**src/rtl/ftimer_cc.sv**
```systemverilog
module ftimer_cc #(
  parameter int W = 16
) (
  input  logic         clk,
  input  logic         rst_n,
  input  logic [2:0]   bus_addr,
  input  logic         bus_wr,
  input  logic         bus_rd,
  input  logic [W-1:0] bus_wdata,
  output logic [W-1:0] bus_rdata,
  input  logic         cap_in,
  input  logic         ack_cap,
  input  logic         ack_cmpa,
  input  logic         ack_cmpb,
  output logic         cmp_out_a,
  output logic         cmp_out_b,
  output logic         irq_cap,
  output logic         irq_cmpa,
  output logic         irq_cmpb,
  output logic         irq_ovf
);
  localparam logic [2:0] A_CNT = 3'd0, A_ICR = 3'd1, A_OCA = 3'd2,
                         A_OCB = 3'd3, A_CTL = 3'd4, A_STS = 3'd5;

  logic [W-1:0] cnt, icr, oca, ocb;
  logic [6:0]   ctl;
  logic [3:0]   flags, armed, set_ev, clr_ev, flags_n;
  logic [2:0]   sync;

  wire cnt_wr  = bus_wr && bus_addr == A_CNT;
  wire sts_wr  = bus_wr && bus_addr == A_STS;
  wire sts_rd  = bus_rd && bus_addr == A_STS;
  wire match_a = cnt == oca;
  wire match_b = cnt == ocb;
  wire ovf_set = !cnt_wr && (cnt == {W{1'b1}});
  wire cap_evt = ctl[4] ? (sync[1] & ~sync[2]) : (~sync[1] & sync[2]);

  // counter and registers
  always_ff @(posedge clk or negedge rst_n)
    if (!rst_n) begin
      cnt <= '0;
      icr <= '0;
      oca <= '1;
      ocb <= '1;
      ctl <= '0;
    end else begin
      cnt <= cnt_wr ? bus_wdata : cnt + 1'b1;
      if (cap_evt) icr <= cnt;
      if (bus_wr && bus_addr == A_OCA) oca <= bus_wdata;
      if (bus_wr && bus_addr == A_OCB) ocb <= bus_wdata;
      if (bus_wr && bus_addr == A_CTL) ctl <= bus_wdata[6:0];
    end

  // capture synchronizer and edge history
  always_ff @(posedge clk or negedge rst_n)
    if (!rst_n) sync <= '0;
    else        sync <= {sync[1:0], cap_in};

  // flag logic: set beats clear
  assign set_ev  = {ovf_set, match_b, match_a, cap_evt};
  assign clr_ev  = ({4{sts_wr}} & ~bus_wdata[3:0] & armed)
                 | {1'b0, ack_cmpb, ack_cmpa, ack_cap};
  assign flags_n = set_ev | (flags & ~clr_ev);

  always_ff @(posedge clk or negedge rst_n)
    if (!rst_n) begin
      flags <= '0;
      armed <= '0;
    end else begin
      flags <= flags_n;
      if (sts_wr) armed <= '0;
      else        armed <= (armed | (sts_rd ? flags : 4'b0)) & flags_n;
    end

  // compare pins
  always_ff @(posedge clk or negedge rst_n)
    if (!rst_n) begin
      cmp_out_a <= 1'b0;
      cmp_out_b <= 1'b0;
    end else begin
      if (match_a) cmp_out_a <= ctl[5];
      if (match_b) cmp_out_b <= ctl[6];
    end

  assign {irq_ovf, irq_cmpb, irq_cmpa, irq_cap} = flags & ctl[3:0];

  always_comb
    case (bus_addr)
      A_CNT:   bus_rdata = cnt;
      A_ICR:   bus_rdata = icr;
      A_OCA:   bus_rdata = oca;
      A_OCB:   bus_rdata = ocb;
      A_CTL:   bus_rdata = {{(W-7){1'b0}}, ctl};
      A_STS:   bus_rdata = {{(W-4){1'b0}}, flags};
      default: bus_rdata = '0;
    endcase

  assert_ovf_wrap_R2: assert property (@(posedge clk) disable iff (!rst_n)
    (cnt == {W{1'b1}} && !cnt_wr) |=> (flags[3] && cnt == '0));
  assert_capture_value_R3: assert property (@(posedge clk) disable iff (!rst_n)
    cap_evt |=> (icr == $past(cnt) && flags[0]));
  assert_pin_level_R5: assert property (@(posedge clk) disable iff (!rst_n)
    match_a |=> cmp_out_a == $past(ctl[5]));
  assert_write_one_R7: assert property (@(posedge clk) disable iff (!rst_n)
    (sts_wr && bus_wdata[3] && !flags[3] && !ovf_set) |=> !flags[3]);
  assert_ack_clear_R8: assert property (@(posedge clk) disable iff (!rst_n)
    (ack_cmpa && !match_a) |=> !flags[1]);
  assert_set_wins_R9: assert property (@(posedge clk) disable iff (!rst_n)
    (match_b && (ack_cmpb || sts_wr)) |=> flags[2]);
endmodule

```
**config.mk**
```make
export PLATFORM = sky130hd
export DESIGN_NAME = ftimer_cc
export DESIGN_NICKNAME = d
export VERILOG_FILES = /design/src/rtl/ftimer_cc.sv
export SDC_FILE = /design/constraint.sdc
export NUM_CORES = 1
export LEC_CHECK = 0
export ABC_CLOCK_PERIOD_IN_PS = 2100
export BUFFER_PORTS_ARGS = -buffer_cell sky130_fd_sc_hd__buf_4
export CORE_ASPECT_RATIO = 0.8
export CORE_MARGIN = 2
export CORE_UTILIZATION = 49
export CTS_CLUSTER_SIZE = 20
export DETAILED_ROUTE_END_ITERATION = 12
export PLACE_DENSITY = 0.68
export RECOVER_POWER = 50
export SKIP_LAST_GASP = 1
export SLEW_MARGIN = 0
export SYNTH_ARGS = -nofsm -noshare
export SYNTH_HDL_FRONTEND = slang
export SYNTH_SLANG_ARGS = --single-unit
export TNS_END_PERCENT = 20
```
**constraint.sdc**
```tcl
create_clock -name clk -period 2.1 [get_ports clk]
set_input_delay 0.42 -clock clk [delete_from_list [all_inputs] [get_ports clk]]
set_output_delay 0.42 -clock clk [all_outputs]
set_load 0.1 [all_outputs]
```
==> impl_metrics.py <==
metrics = {
    "routing": {
        "vias": 3167,
        "post_drt_wl_per_cell_um": 19.2,
        "drtPass1Iterations": 9,
        "ant_nets": 0,
        "drc": 4,
        "via_per_inst": 5.69,
        "routed_wl_mm": 10.7,
        "drt_iter0_drc": 172,
    },
    "clock_network": {
        "clk_pin_slew_worst_paths_ns": 0.06,
        "clockRootBuffer": "clkbuf_16",
        "cts_max_path_buffers": 2,
        "cts_buffers": 9,
        "clock_latency_ns": 0.34,
        "cts_tree": "yes",
        "clock-sinks": 84,
        "cts_max_level": 3,
    },
    "layout": {
        "nNetsFinal": 465,
        "fin_cells": 557,
        "nFillCells": 793,
        "drive_above_1_share_pct": 49.3,
        "layout_commonest_cell": "buf_4",
        "antenna_cells": 0,
        "layout_common_cells": "buf_4 (65), mux2_2 (52), dfrtp_1 (46), xor2_1 (35), dfstp_2 (32)",
        "fin_util_pct": 60.4,
        "syn_to_final_growth_pct": 18.6,
    },
    "pwr": {
        "ir_drop_v": 0.000664,
        "power.total_mw": 6.33,
        "leakagePower_nw": 2.34,
        "power.density_nw_per_um2": 1150,
    },
    "logic_synthesis": {
        "synth_top_family_by_area": "multiplexers",
        "synthesis.area_um2": 4660,
        "synth-edff-count": 0,
        "yosys_warnings": 0,
        "synth_compound_area_share_pct": 4.54,
        "async_flop_share_pct": 100,
        "synth_cells": 381,
        "ys.flop_type": "dfrtp_1",
        "synth-xor-area-share_pct": 8.27,
        "syn_area_per_cell_um2": 12.2,
        "synthMuxAreaShare_pct": 22.3,
        "synth.net_count": 409,
        "seq_area_frac_synth_pct": 46.0,
        "synthAdderAreaFrac_pct": 0.268,
        "synth-seq-cells": 84,
        "synth_cell_types": 48,
        "synthSimpleGateAreaFrac_pct": 13.1,
    },
    "worst_setup_path": {
        "required_ns": 1.68,
        "critPathMaxFanout": 9,
        "crit_path_max_incr_delay_ns": 0.48,
        "critPathLaunchType": "flip-flop",
        "path_class": "reg -> out",
        "crit_family": "flip-flops",
        "critPathArrivalTime_ns": 1.70,
        "slowest_stage": "dfrtp_2",
        "worstPathCellList": "mux4_2, inv_1, o22ai_2, buf_4",
        "path_buf_inv": 2,
        "crit_path_end_kind": "output pin",
    },
    "sta": {
        "setup_slack_ns": -0.0152,
        "period_share_pct": 101,
        "skew_ns": 0.00523,
        "setup_violations": 5,
        "tightestPinTransition_ns": 1.01,
        "fmax_mhz": 473,
        "finalSetupTns_ns": -0.0342,
        "final.min_clock_period_ns": 2.12,
        "slew_viol_final": 0,
        "rsz0062_at_grt": "yes",
        "relSlewSlack_pct": 32.9,
        "finalHoldViolations": 0,
    },
    "global_route": {
        "antenna_found_initial": 0,
        "grt_pass1_vias": 3229,
        "grt_pass1_wl_mm": 17.8,
        "grt_max_degree": 42,
        "grt_overflow": 0,
        "grt_usage_pct": 22.6,
    },
    "hold_path": {
        "holdCritPathClass": "in -> reg",
    },
    "floorplan": {
        "start_util_pct": 50.9,
        "num_io_pins": 49,
        "num_rows": 31,
        "die_w_um": 113,
        "core_area_um2": 9150,
        "die_h_um": 91.2,
        "dieArea_um2": 10300,
    },
    "status": {
        "violations": "DRC, setup timing",
        "status": "finished with violations",
    },
    "flow_run": {
        "max-cap-violations": 0,
    },
    "placement": {
        "placed_cells": 537,
        "port_buffers": 48,
        "gp_congestion": 0.868,
        "hpwl_mm": 7.65,
    },
}
-- synthesized netlist by cell type, types with 2 or more instances --
cell / number / area (um2)
o22ai_1: 3 / 18.8
inv_1: 10 / 37.5
nand3_1: 10 / 50.1
a211oi_1: 2 / 15.0
nand3b_1: 3 / 22.5
nor3_1: 4 / 20.0
buf_2: 11 / 55.1
mux2i_1: 7 / 70.1
and3_1: 3 / 18.8
nand2_1: 21 / 78.8
a21oi_1: 7 / 35.0
buf_6: 9 / 101
nor2b_1: 10 / 62.6
mux4_2: 14 / 315
dfstp_2: 32 / 841
nor4_2: 4 / 50.1
clkbuf_1: 2 / 7.51
mux2_1: 6 / 67.6
mux2_2: 52 / 586
xnor2_1: 9 / 78.8
xor2_1: 35 / 307
nand4_1: 6 / 37.5
and2_1: 4 / 25.0
nand2b_1: 4 / 25.0
dfrtp_1: 52 / 1300
buf_4: 8 / 60.1
o21ai_0: 17 / 85.1
nor4_1: 7 / 43.8
nor2_1: 9 / 33.8
and3b_1: 2 / 17.5
-- per-layer routing --
layer	share of wire (%)	up-vias	global-route usage, %
met3	5.7	7	6.68
met5	0	-	0
met2	46	63	33.9
met4	0.87	0	4.37
li1	-	1472	-
met1	47	1625	32.8
-- where the power goes --
part / internal, mW / switching [mW] / leakage (nW) / total, mW
logic: 0.994 / 1.23 / 1.24 / 2.23
clock network: 0.863 / 0.608 / 0.137 / 1.47
registers: 2.17 / 0.461 / 0.969 / 2.63
total: 4.03 / 2.30 / 2.34 / 6.33
-- cell type report --
class / count / area (um2) / area share (%)
multi-input cells: 257 / 2330 / 42.2
repair buffers: 75 / 587 / 10.6
well taps: 115 / 144 / 2.60
clock buffers: 14 / 264 / 4.78
inverters: 10 / 37.5 / 0.679
flip-flops and latches: 84 / 2150 / 38.9
clock inverters: 2 / 10.0 / 0.181
-- path summary, 6_finish.rpt --
path                       startpoint           end  slack (ns)  depth (start not counted)
max in group asynchronous       rst_n        cnt[5]        0.22                          3
hold / removal                 cap_in       sync[0]        0.20                          1
setup reg to reg              cnt[15]     cmp_out_a        0.23                          7
hold reg to reg               sync[0]       sync[1]        0.35                          0
min in group asynchronous       rst_n       icr[11]        0.77                          2
setup / recovery               cnt[2]  bus_rdata[2]       -0.02                          4
-- what timing repair did --
action	CTS	global route
hold endpoints to repair	11	0
hold buffers	1	0
setup endpoints to repair	14	15
buffers inserted	1	2
gates resized for setup	7	3
-- metrics by stage --
| stage | setup slack [ns] | hold slack (ns) | area, um2 |
|---|---|---|---|
| 4_1_cts | -0.0236 | 0.174 | 5520 |
| 2_1_floorplan | -0.231 | 0.124 | 4740 |
| 3_5_place_dp | -0.0430 | 0.311 | 5220 |
| 5_1_grt | -0.0739 | 0.195 | 5530 |
| 6_report | -0.0152 | 0.204 | 5530 |
| 3_3_place_gp | -0.0221 | 0.307 | 5220 |
-- logic make-up (layout without fill, tap and decap cells) --
family,after synthesis,after routing
muxes,79,79
buffers and inverters,40,101
and+or+nand+nor,97,97
adders and majority gates,1,1
DFF,84,84
AOI/OAI and AO/OA,36,36
xor gates and xnor gates,44,44
-- registers in the layout (all words and copies together), names as in the netlist --
register / cells
cnt: 16
icr: 16
oca: 16
ocb: 16
ctl: 7
armed: 4
flags: 4
sync: 3
cmp_out_a: 1
cmp_out_b: 1
Power figures use the tool's default switching activity.
